**src/rtl/intlink_pkg.sv**
```systemverilog
package intlink_pkg;

    localparam int LINKS  = 8;
    localparam int LINK_W = 3;
    localparam int IRQS   = 16;
    localparam int IRQ_W  = 4;

    // IRQs a link may target: 3-7, 9-12, 14-15
    localparam logic [IRQS-1:0] PERMIT_MASK    = 16'hDEF8;
    // IRQs that must remain edge triggered: 0, 1, 2, 8, 13
    localparam logic [IRQS-1:0] EDGE_ONLY_MASK = 16'h2107;
    localparam logic [7:0]      ROUTE_RESET    = 8'h80;
    localparam logic [7:0]      ROUTE_KEEP     = 8'h8F;

    typedef struct packed {
        logic             off;
        logic [2:0]       pad;
        logic [IRQ_W-1:0] irq;
    } route_t;

    typedef struct packed {
        logic              hit;
        logic [LINK_W-1:0] link;
    } decode_t;

    typedef struct packed {
        logic              valid;
        logic [LINK_W-1:0] link;
        logic              raise;
    } link_evt_t;

    function automatic logic route_usable(input logic off, input logic [IRQ_W-1:0] irq);
        return !off && PERMIT_MASK[irq];
    endfunction

    function automatic logic [IRQS-1:0] irq_onehot(input logic [IRQ_W-1:0] irq);
        logic [IRQS-1:0] v;
        v = '0;
        v[irq] = 1'b1;
        return v;
    endfunction

    // Bank 0 at 0x60-0x63, bank 1 at 0x68-0x6B; only single-byte access
    function automatic decode_t decode_offset(input logic [7:0] off, input logic single);
        decode_t d;
        d.hit  = 1'b0;
        d.link = '0;
        if (single && off[7:4] == 4'h6 && off[2] == 1'b0) begin
            d.hit  = 1'b1;
            d.link = {off[3], off[1:0]};
        end
        return d;
    endfunction

endpackage

```
**src/rtl/intlink_route_regs.sv**
```systemverilog
module intlink_route_regs
    import intlink_pkg::*;
(
    input  logic                     clk,
    input  logic                     rst,
    input  logic                     wr_en,
    input  logic [7:0]               addr,
    input  logic                     single,
    input  logic [7:0]               wdata,
    output logic [7:0]               rd_data,
    output logic                     rd_hit,
    output route_t [LINKS-1:0]       routes,
    output logic                     upd_usable,
    output logic [IRQ_W-1:0]         upd_irq
);

    route_t [LINKS-1:0] routes_q;
    decode_t            dec;
    route_t             new_r;

    always_comb begin
        dec        = decode_offset(addr, single);
        new_r      = route_t'(wdata & ROUTE_KEEP);
        rd_hit     = dec.hit;
        rd_data    = dec.hit ? routes_q[dec.link] : 8'h00;
        upd_usable = wr_en && dec.hit && route_usable(new_r.off, new_r.irq);
        upd_irq    = new_r.irq;
    end

    always_ff @(posedge clk) begin
        if (rst) begin
            for (int i = 0; i < LINKS; i++) routes_q[i] <= route_t'(ROUTE_RESET);
        end else if (wr_en && dec.hit) begin
            routes_q[dec.link] <= new_r;
        end
    end

    assign routes = routes_q;

    // a decoded write lands masked in the addressed register
    a_r2_store_masked: assert property (@(posedge clk) disable iff (rst)
        (wr_en && dec.hit) |=> (routes_q[$past(dec.link)] == $past(wdata & ROUTE_KEEP)));

    // undecoded or multi-byte writes leave every register alone
    a_r3_miss_no_change: assert property (@(posedge clk) disable iff (rst)
        (wr_en && !dec.hit) |=> $stable(routes_q));

endmodule

```
**src/rtl/intlink_count.sv**
```systemverilog
module intlink_count
    import intlink_pkg::*;
#(
    parameter int NUM_SRC = 3,
    parameter int CNT_W   = 3,
    parameter int CNT_MAX = 5,
    parameter int LINK_ID = 0
)(
    input  logic                       clk,
    input  logic                       rst,
    input  link_evt_t [NUM_SRC-1:0]    evts,
    output logic                       active,
    output logic                       underflow
);

    localparam int NSW   = $clog2(NUM_SRC + 1);
    localparam int SUM_W = CNT_W + NSW + 1;

    logic [CNT_W-1:0] cnt_q, cnt_d;
    logic [NSW-1:0]   n_inc, n_dec;
    logic [SUM_W-1:0] grown, capped;

    always_comb begin
        n_inc = '0;
        n_dec = '0;
        for (int s = 0; s < NUM_SRC; s++) begin
            if (evts[s].valid && evts[s].link == LINK_W'(LINK_ID)) begin
                if (evts[s].raise) n_inc = n_inc + NSW'(1);
                else               n_dec = n_dec + NSW'(1);
            end
        end
        grown     = SUM_W'(cnt_q) + SUM_W'(n_inc);
        capped    = (grown > SUM_W'(CNT_MAX)) ? SUM_W'(CNT_MAX) : grown;
        underflow = SUM_W'(n_dec) > capped;
        cnt_d     = underflow ? '0 : CNT_W'(capped - SUM_W'(n_dec));
    end

    always_ff @(posedge clk) begin
        if (rst) cnt_q <= '0;
        else     cnt_q <= cnt_d;
    end

    assign active = (cnt_q != '0);

    // the count never passes its ceiling
    a_r9_no_overflow: assert property (@(posedge clk) disable iff (rst)
        cnt_q <= CNT_W'(CNT_MAX));

    // a lower on an idle link with no raise keeps the count at zero
    a_r10_floor: assert property (@(posedge clk) disable iff (rst)
        (cnt_q == '0 && n_inc == '0 && n_dec != '0) |=> (cnt_q == '0));

    // a lone raise on an idle link makes it active
    a_r6_raise_activates: assert property (@(posedge clk) disable iff (rst)
        (cnt_q == '0 && n_inc != '0 && n_dec == '0) |=> active);

endmodule

```
**src/rtl/intlink_trigger.sv**
```systemverilog
module intlink_trigger
    import intlink_pkg::*;
(
    input  logic              clk,
    input  logic              rst,
    input  logic              req_valid,
    input  logic [IRQ_W-1:0]  req_irq,
    input  logic              req_level,
    input  logic              auto_level,
    input  logic              upd_usable,
    input  logic [IRQ_W-1:0]  upd_irq,
    output logic [IRQS-1:0]   elcr
);

    logic [IRQS-1:0] elcr_q, elcr_d;

    always_comb begin
        elcr_d = elcr_q;
        if (auto_level && upd_usable) elcr_d[upd_irq] = 1'b1;
        if (req_valid) begin
            if (!req_level)                    elcr_d[req_irq] = 1'b0;
            else if (!EDGE_ONLY_MASK[req_irq]) elcr_d[req_irq] = 1'b1;
        end
    end

    always_ff @(posedge clk) begin
        if (rst) elcr_q <= '0;
        else     elcr_q <= elcr_d;
    end

    assign elcr = elcr_q;

    // lines that must stay edge triggered never read as level
    a_r11_edge_only_kept: assert property (@(posedge clk) disable iff (rst)
        (elcr_q & EDGE_ONLY_MASK) == '0);

    // an edge request clears its bit
    a_r11_edge_clears: assert property (@(posedge clk) disable iff (rst)
        (req_valid && !req_level) |=> !elcr_q[$past(req_irq)]);

    // an automatic mark lands unless a request overrides that bit
    a_r12_auto_marks: assert property (@(posedge clk) disable iff (rst)
        (auto_level && upd_usable && !(req_valid && req_irq == upd_irq)) |=> elcr_q[$past(upd_irq)]);

endmodule

```
**src/rtl/intlink_router.sv**
```systemverilog
module intlink_router
    import intlink_pkg::*;
#(
    parameter int NUM_SRC = 3,
    parameter int CNT_W   = 3,
    parameter int CNT_MAX = 5
)(
    input  logic                      clk,
    input  logic                      rst,
    input  logic                      cfg_wr,
    input  logic [7:0]                cfg_addr,
    input  logic                      cfg_single,
    input  logic [7:0]                cfg_wdata,
    output logic [7:0]                cfg_rdata,
    output logic                      cfg_hit,
    input  logic [NUM_SRC-1:0]        ev_valid,
    input  logic [3*NUM_SRC-1:0]      ev_link,
    input  logic [NUM_SRC-1:0]        ev_raise,
    input  logic                      trig_valid,
    input  logic [3:0]                trig_irq,
    input  logic                      trig_level,
    input  logic                      auto_level,
    output logic [15:0]               irq_out,
    output logic [15:0]               elcr,
    output logic                      cnt_error
);

    route_t    [LINKS-1:0]   routes;
    link_evt_t [NUM_SRC-1:0] evts;
    logic      [LINKS-1:0]   active;
    logic      [LINKS-1:0]   under;
    logic                    upd_usable;
    logic      [IRQ_W-1:0]   upd_irq;
    logic                    err_q;

    for (genvar s = 0; s < NUM_SRC; s++) begin : g_evt
        assign evts[s].valid = ev_valid[s];
        assign evts[s].link  = ev_link[s*LINK_W +: LINK_W];
        assign evts[s].raise = ev_raise[s];
    end

    intlink_route_regs u_regs (
        .clk        (clk),
        .rst        (rst),
        .wr_en      (cfg_wr),
        .addr       (cfg_addr),
        .single     (cfg_single),
        .wdata      (cfg_wdata),
        .rd_data    (cfg_rdata),
        .rd_hit     (cfg_hit),
        .routes     (routes),
        .upd_usable (upd_usable),
        .upd_irq    (upd_irq)
    );

    for (genvar l = 0; l < LINKS; l++) begin : g_link
        intlink_count #(
            .NUM_SRC (NUM_SRC),
            .CNT_W   (CNT_W),
            .CNT_MAX (CNT_MAX),
            .LINK_ID (l)
        ) u_cnt (
            .clk       (clk),
            .rst       (rst),
            .evts      (evts),
            .active    (active[l]),
            .underflow (under[l])
        );
    end

    intlink_trigger u_trig (
        .clk        (clk),
        .rst        (rst),
        .req_valid  (trig_valid),
        .req_irq    (trig_irq),
        .req_level  (trig_level),
        .auto_level (auto_level),
        .upd_usable (upd_usable),
        .upd_irq    (upd_irq),
        .elcr       (elcr)
    );

    always_comb begin
        irq_out = '0;
        for (int l = 0; l < LINKS; l++) begin
            if (active[l] && route_usable(routes[l].off, routes[l].irq))
                irq_out = irq_out | irq_onehot(routes[l].irq);
        end
    end

    always_ff @(posedge clk) begin
        if (rst) err_q <= 1'b0;
        else     err_q <= err_q | (|under);
    end

    assign cnt_error = err_q;

    // only permitted IRQ lines are ever driven
    a_r5_permitted_only: assert property (@(posedge clk) disable iff (rst)
        (irq_out & ~PERMIT_MASK) == '0);

    // the error flag is sticky
    a_r10_sticky: assert property (@(posedge clk) disable iff (rst)
        cnt_error |=> cnt_error);

    // nothing is driven while every link is idle
    a_r4_idle_quiet: assert property (@(posedge clk) disable iff (rst)
        (active == '0) |-> (irq_out == '0));

endmodule

```
**config.mk**
```make
export PLATFORM = sky130hd
export DESIGN_NAME = intlink_router
export DESIGN_NICKNAME = d
export VERILOG_FILES = /design/src/rtl/intlink_pkg.sv /design/src/rtl/intlink_route_regs.sv /design/src/rtl/intlink_count.sv /design/src/rtl/intlink_trigger.sv /design/src/rtl/intlink_router.sv
export SDC_FILE = /design/constraint.sdc
export NUM_CORES = 1
export LEC_CHECK = 0
export ABC_AREA = 1
export CORE_MARGIN = 2
export CORE_UTILIZATION = 45
export DETAILED_ROUTE_END_ITERATION = 12
export MAX_ROUTING_LAYER = met4
export PLACE_DENSITY_LB_ADDON = 0.12
export SYNTH_ARGS = -nofsm -noshare
export SYNTH_HDL_FRONTEND = slang
export SYNTH_SLANG_ARGS = --single-unit
```
**constraint.sdc**
```tcl
create_clock -name clk -period 5.25 [get_ports clk]
set_input_delay 1.575 -clock clk [delete_from_list [all_inputs] [get_ports clk]]
set_output_delay 1.575 -clock clk [all_outputs]
set_load 0.005 [all_outputs]
```
# [Word level (Yosys, flattened, before mapping)]
# Memory sizes are Yosys's and may differ from the RTL's. A register that Yosys moved wholly into a read port is not among the register bits.
# Index checks and enable logic that the tools add are counted.
[op_classes] reduce_logical=86 bitwise=13 mux=155 n_addsub=48 div_mod_pow=0 n_eq_ne=22 magnitude_cmp=38 mul=0 n_shift=0
[op_table] op="16-bit two-way mux" n=12
[op_table] op="2-bit two-way mux" n=78
[op_table] op="16-bit OR" n=9
[op_table] op="4-bit two-way mux" n=25
[op_table] op="64-bit bitwise mux" n=1
[op_table] op="2-bit by 1-bit adder with 2-bit output, second input constant" n=30
[op_table] op="1-bit logical AND" n=57
[op_table] op="4-bit by 5-bit < comparator with 1-bit output, second input constant" n=10
[op_table] op="2-bit by 6-bit greater-than comparator with 1-bit output" n=8
[op_table] op="6-bit by 3-bit greater-than comparator with 1-bit output, second input constant" n=8
[op_table] op="1-bit demux with 4-bit select" n=10
[op_table] op="4-bit by 1-bit greater-or-equal comparator with 1-bit output, second input constant" n=10
[op_table] op="3-bit equality test, second input constant" n=12
[op_table] op="3-bit by 2-bit adder with 4-bit output" n=8
[op_table] op="8-bit binary-select mux with 3-bit select" n=1
[op_table] op="8-bit demux with 3-bit select" n=1
[op_table] op="1-bit two-way mux" n=24
[op_table] op="8-bit two-way mux" n=3
[op_table] op="3-bit nonzero test" n=8
[op_table] op="3-bit by 2-bit subtractor with 3-bit output" n=8
[op_table] op="3-bit by 2-bit equality test with 1-bit output, second input constant" n=6
[op_table] op="16-bit bitwise AND" n=1
[op_table] op="16-bit NOT" n=1
[op_table] op="2-bit OR reduction" n=8
[op_table] op="10 further kinds" n=23
[word_totals] reg_bits=105 rom_bits=160 in_bits=42 memories=10 ramBits=0 latchBits=0
[mem_list] name="(name not given)" depth=16 width=1 rd=1 rd_ports_with_merged_regs=0 wr=0 line_no="intlink_pkg.sv:33" source="return !off && PERMIT_MASK[irq];"
[mem_list] name="(name not given)" depth=16 width=1 rd=1 rd_ports_with_merged_regs=1 wr=0 line_no="intlink_pkg.sv:33"
[mem_list] name="(name not given)" depth=16 width=1 rd=1 rd_ports_with_merged_regs=1 wr=0 line_no="intlink_pkg.sv:33"
[mem_list] name="(name not given)" depth=16 width=1 rd=1 rd_ports_with_merged_regs=1 wr=0 line_no="intlink_pkg.sv:33"
[mem_list] name="(name not given)" depth=16 width=1 rd=1 rd_ports_with_merged_regs=1 wr=0 line_no="intlink_pkg.sv:33"
[mem_list] name="(name not given)" depth=16 width=1 rd=1 rd_ports_with_merged_regs=0 wr=0 line_no="intlink_trigger.sv:22" source="else if (!EDGE_ONLY_MASK[req_irq]) elcr_d[req_irq] = 1'b1;"
[mem_list] name="+4 memories"

# [Longest topological paths before layout]
[logic_depth] ltp_word=19 mapped_depth=25 mapped_depth_nobuf=25

# [By module]
# Synthesis repeated with hierarchy kept, for this count alone.
[hier_totals] cells_unflattened=1589 area_unflattened_um2=9361.5
[by_module_without_submodules] mod="intlink_route_regs" n_inst=1 cells_each=368 seq_area_each_um2=800.8 area_per_inst_um2=2394.8
[by_module_without_submodules] mod="intlink_router" n_inst=1 cells_each=367 seq_area_each_um2=20.0 area_per_inst_um2=1742.9
[by_module_without_submodules] mod="intlink_count at g_link[3].u_cnt ..." n_inst=3 cells_each=87 seq_area_each_um2=60.1 area_per_inst_um2=553.0
[by_module_without_submodules] mod="intlink_count at g_link[1].u_cnt ..." n_inst=3 cells_each=87 seq_area_each_um2=60.1 area_per_inst_um2=524.3
[by_module_without_submodules] mod="intlink_trigger" n_inst=1 cells_each=159 seq_area_each_um2=320.3 area_per_inst_um2=925.9
[by_module_without_submodules] mod="intlink_count at g_link[7].u_cnt" n_inst=1 cells_each=88 seq_area_each_um2=60.1 area_per_inst_um2=551.8
[by_module_without_submodules] mod="intlink_count at g_link[0].u_cnt" n_inst=1 cells_each=85 seq_area_each_um2=60.1 area_per_inst_um2=514.2

# [Worst setup path before layout]
# No wires, ideal clock.
[synth_timing] path_kind="input to register" startpoint="input port ev_valid[0]" endpoint="register g_link[2].u_cnt.cnt_q[2]" t_arrival_ps=4662 n_path_buf=0 setup_ps=70 path_stages=23 setup_slack_ps=519 cell_sequence="inv_1 -> nor2_1 -> inv_1 -> nor2_1 -> nand2_1 -> inv_1 -> ha_1 -> o21ai_0 -> nand3b_1 -> nand2_1 -> inv_1 -> ha_1 -> inv_1 -> fa_1 -> xor2_1 -> nand2_1 -> nor2_1 -> inv_1 -> ha_1 -> a21oi_1 -> nor3b_1 -> or2_2 -> a21oi_1"
[synth_between] elab_chain_len=13 elab_cells_between_ends=21
[synth_lines] element="start: declaration" line_no="intlink_router.sv:16" source="input logic [NUM_SRC-1:0] ev_valid,"
[synth_lines] element="1-bit logical AND (*)" line_no="intlink_count.sv:27" source="if (evts[s].valid && evts[s].link == LINK_W'(LINK_ID)) begin"
[synth_lines] element="2-bit two-way mux" line_no="intlink_count.sv:27"
[synth_lines] element="2-bit by 1-bit adder with 2-bit output" line_no="intlink_count.sv:28" source="if (evts[s].raise) n_inc = n_inc + NSW'(1);"
[synth_lines] element="2-bit two-way mux" line_no="intlink_count.sv:28"
[synth_lines] element="2-bit two-way mux" line_no="intlink_count.sv:27"
[synth_lines] element="2-bit by 1-bit adder with 2-bit output" line_no="intlink_count.sv:28"
[synth_lines] element="2-bit two-way mux" line_no="intlink_count.sv:28"
[synth_lines] element="2-bit two-way mux" line_no="intlink_count.sv:27"
[synth_lines] element="3-bit by 2-bit adder with 4-bit output" line_no="intlink_count.sv:32" source="grown = SUM_W'(cnt_q) + SUM_W'(n_inc);"
[synth_lines] element="6-bit by 3-bit greater-than comparator with 1-bit output" line_no="intlink_count.sv:33" source="capped = (grown > SUM_W'(CNT_MAX)) ? SUM_W'(CNT_MAX) : grown;"
[synth_lines] element="4-bit two-way mux" line_no="intlink_count.sv:33"
[synth_lines] element="2-bit by 6-bit greater-than comparator with 1-bit output" line_no="intlink_count.sv:34" source="underflow = SUM_W'(n_dec) > capped;"
[synth_lines] element="2-bit OR reduction (no line)"
[synth_lines] element="end signal: assignment" line_no="intlink_count.sv:40" source="else cnt_q <= cnt_d;"
[synth_lines] element="end: declaration" line_no="intlink_count.sv:19" source="logic [CNT_W-1:0] cnt_q, cnt_d;"
# Every way passes the cells marked *; elsewhere a longest branch is shown, timed or not.
# A chain may end at the register's enable or synchronous reset.

# [Worst setup path in the final report]
[layout_timing] startpoint="input port cfg_addr[6]" endpoint="output port cfg_rdata[3]"
[layout_between] elab_chain_len=7
[layout_lines] element="start: declaration" line_no="intlink_router.sv:11" source="input logic [7:0] cfg_addr,"
[layout_lines] element="4-bit by 3-bit equality test with 1-bit output (*)" line_no="intlink_pkg.sv:48" source="if (single && off[7:4] == 4'h6 && off[2] == 1'b0) begin"
[layout_lines] element="1-bit logical AND (*) (2 in a row)" line_no="intlink_pkg.sv:48"
[layout_lines] element="4-bit two-way mux (*)" line_no="intlink_pkg.sv:48"
[layout_lines] element="8-bit binary-select mux with 3-bit select" line_no="intlink_route_regs.sv:25" source="rd_data = dec.hit ? routes_q[dec.link] : 8'h00;"
[layout_lines] element="8-bit two-way mux (not written as such)" line_no="intlink_route_regs.sv:25"
[layout_lines] element="8-bit two-way mux (*)" line_no="intlink_route_regs.sv:25"
[layout_lines] element="end: declaration" line_no="intlink_router.sv:14" source="output logic [7:0] cfg_rdata,"
# Every way passes the cells marked *; elsewhere a longest branch is shown, timed or not. The select of a mux whose other input is x is not followed.

==> insert_results.sql <==
INSERT INTO impl_metrics (metric_group, metric, value, unit) VALUES
('drt', 'route.antenna.remaining_nets', '0', ''),
('final_layout', 'post_route_cells_drive_above_1_share', '14.0', '%'),
('timing', 'finalSetupViolations', '0', ''),
('drt', 'number_of_iterations_in_the_first_detailed_routing_pass', '5', ''),
('clock_network', 'cts-buffers-inserted', '9', ''),
('drt', 'via_per_inst', '5.14', ''),
('drt', 'first_iter_violations', '653', ''),
('final_layout', 'diode_insertion_count_for_antenna_repair', '0', ''),
('clock_network', 'clk_transition_reported_paths', '0.07', 'ns'),
('clock_network', 'cts_max_level', '3', ''),
('worst_setup_path', 'end_kind', 'output port', ''),
('logic_synthesis', 'synth_top_area_share', '21.2', '%'),
('run_status', 'run_status', 'completed', ''),
('drt', 'drt-total-wl', '25200', 'um'),
('logic_synthesis', 'synth-main-ff-cell', 'dfxtp_1', ''),
('timing', 'worst_pin_slew', '0.731', 'ns'),
('final_layout', 'final_common_cell', 'nand2_1', ''),
('place', 'place_hpwl', '20300', 'um'),
('power', 'design_power_total', '1.98', 'mW'),
('logic_synthesis', 'post_synth.cell_area_avg', '6.25', 'um^2'),
('power', 'netSwitchingPower', '0.633', 'mW'),
('floorplanning', 'pin_count', '84', ''),
('global_route', 'gr-usage-all-layers', '26.2', '%'),
('worst_setup_path', 'worst_reg2reg_endpoint', 'cnt_error', ''),
('place', 'globalplace.congestion', '1.04', ''),
('final_layout', 'multiInputGateArea', '5750', 'um^2'),
('min_path', 'hp-class', 'flip-flop to flip-flop', ''),
('power', 'power.static_leakage', '5.12', 'nW'),
('global_route', 'grt_antenna_before_repair', '0', ''),
('global_route', 'first_global_vias', '8197', ''),
('floorplanning', 'die_height', '141', 'um'),
('timing', 'grt_setup_unrepaired', 'yes', ''),
('floorplanning', 'die-width', '141', 'um'),
('clock_network', 'clock_sink_count', '89', ''),
('drt', 'wire_per_inst', '14.5', 'um'),
('floorplanning', 'die-area', '19800', 'um^2'),
('worst_setup_path', 'ff2ff_path_depth', '13', ''),
('power', 'internal_power', '1.34', 'mW'),
('timing', 'clock_skew', '0.00759', 'ns'),
('power', 'p_sw_share', '32.0', '%'),
('final_layout', 'fillers', '1894', ''),
('worst_setup_path', 'setup.reg_to_reg.worst_slack', '2.65', 'ns'),
('logic_synthesis', 'synth_seq_cells', '89', ''),
('logic_synthesis', 'synth_sequential_area_ratio', '21.2', '%'),
('global_route', 'grt_first_pass_wirelength', '40200', 'um'),
('power', 'clock_power_share', '35.9', '%'),
('logic_synthesis', 'synthesis.area', '8410', 'um^2'),
('logic_synthesis', 'synth_top_cells_by_area', 'dfxtp_1, nand2_1, inv_1', ''),
('timing', 'maxSlewHeadroom', '51.2', '%'),
('final_layout', 'postLayoutCoreUtil', '57.0', '%'),
('min_path', 'timing.hold.worst_path_depth', '2', ''),
('timing', 'fmaxAchievable', '193', 'MHz'),
('clock_network', 'cts_tree', 'built', ''),
('clock_network', 'cts-root-buf', 'clkbuf_16', ''),
('min_path', 'hp-start', 'u_trig.elcr[2]', ''),
('drt', 'count_of_vias_placed_by_the_detailed_router', '8946', ''),
('logic_synthesis', 'yosysUniqueCellTypes', '48', ''),
('clock_network', 'worstSkewPairLatency', '0.35', 'ns'),
('floorplanning', 'rows', '50', ''),
('worst_setup_path', 'worst_setup_path_start_kind', 'input port', ''),
('global_route', 'grt_max_degree', '19', ''),
('logic_synthesis', 'async_flop_share', '0', '%'),
('timing', 'finalHoldViolCount', '0', ''),
('clock_network', 'clockBufferDepth', '2', ''),
('power', 'power_frac_seq', '36.6', '%'),
('worst_setup_path', 'critical_path.max_fanout', '18', ''),
('power', 'power_density', '187', 'nW/um^2'),
('worst_setup_path', 'critical_path_class', 'input port to output port', ''),
('run', 'max-cap-violations', '0', ''),
('worst_setup_path', 'cp_data_arrival_time', '3.62', 'ns'),
('final_layout', 'finish.net_count', '1616', '');
-- stage by stage --
step / cells / setup slack [ns] / instance area [um^2]
global placement: 1717 / -0.278 / 9960
global route: 1741 / -0.100 / 10600
floorplan: 1349 / 0.519 / 8420
detailed placement: 1717 / -0.360 / 9960
CTS: 1733 / 0.000462 / 10300
finish: 1741 / 0.0582 / 10600
-- power by group through the flow --
stage / combinational [mW] / clock [mW] / sequential (mW)
floorplan: 0.295 / 0 / 0.734
global placement: 0.490 / 0 / 0.740
detailed placement: 0.499 / 0 / 0.740
CTS: 0.503 / 0.719 / 0.725
global route: 0.620 / 0.746 / 0.728
finish: 0.543 / 0.711 / 0.725
-- state kept, by name (all words and copies together), names as in the netlist, named ones only --
register,count
u_regs.routes,40
g_link.u_cnt.cnt_q,24
u_trig.elcr,16
cnt_error,1
-- synth_stat cells, types with 2 or more instances --
library cell,n
nand3b_1,10
o22ai_1,6
nor2_2,19
xor2_1,17
o32ai_1,2
inv_1,255
a21oi_1,60
ha_1,56
nand2_4,2
a31oi_1,7
o211ai_1,6
inv_2,3
buf_4,3
o21bai_1,14
nand4_1,9
nor3b_1,4
o221ai_1,4
fa_1,16
nor2_4,14
nor3_1,35
xnor2_1,12
o21ai_1,5
buf_2,2
or2_2,14
nand3_1,72
nor2_1,218
clkbuf_1,13
nand4_4,5
o21ai_0,79
a211oi_1,6
nand2_1,260
clkinv_1,3
dfxtp_1,89
nor2_8,2
a22oi_1,2
nor3_2,2
a221oi_1,10
-- cell type report --
class | instances | area share [%]
inverters | 261 | 9.33
repair buffers | 162 | 13.5
clock inverters | 6 | 0.782
clock buffers | 10 | 2.26
well taps | 234 | 2.77
multi-input cells | 979 | 54.5
flip-flops and latches | 89 | 16.9
-- worst max-delay path by stage --
stage	from	end	slack, ns	depth (start not counted)
after detailed placement	ev_link[1]	g_link[6].u_cnt.cnt_q[2]	-0.36	23
after CTS	cfg_addr[4]	cfg_rdata[7]	0.0005	11
after global routing	ev_link[2]	cnt_error	-0.10	27
final	cfg_addr[6]	cfg_rdata[3]	0.06	11
after global placement	ev_link[0]	cnt_error	-0.28	24
after floorplan	ev_valid[0]	g_link[2].u_cnt.cnt_q[2]	0.52	23
-- worst max-delay path: stages --
cell	delay (ns)
clkdlybuf4s50_1	0.51
nand2_4	0.08
nor2_8	0.11
nand2_4	0.07
nor2_4	0.15
inv_6	0.09
buf_4	0.14
o221ai_1	0.15
nand3_1	0.11
nor2_2	0.11
clkdlybuf4s50_1	0.51
-- kinds of logic after synthesis --
family                   count (synthesis)  synth area share, %
XOR/XNOR                                29                 3.02
adder cells (fa/ha/maj)                 72                 12.1
flip-flops                              89                 21.2
other                                    1               0.0446
AO/OA/AOI/OAI                          207                 14.3
AND/OR/NAND/NOR                        668                 36.5
buffers and inverters                  281                 12.8
-- repair_timing --
action	4_1_cts	5_1_grt
resized for setup	2	67
pin swaps	0	21
setup buffers	0	8
hold buffers	0	0
endpoints found under the setup margin	2	26
-- layer usage --
| metal | vias up | part of all wire [%] | global-route usage (%) |
|---|---|---|---|
| met1 | 4040 | 48 | 35.6 |
| li1 | 4586 | - | - |
| met2 | 275 | 44 | 40.6 |
| met3 | 45 | 5.9 | 3.74 |
| met5 | - | 0 | - |
| met4 | 0 | 2.5 | 7.84 |
Note: power is estimated with default switching activity, not from simulation.
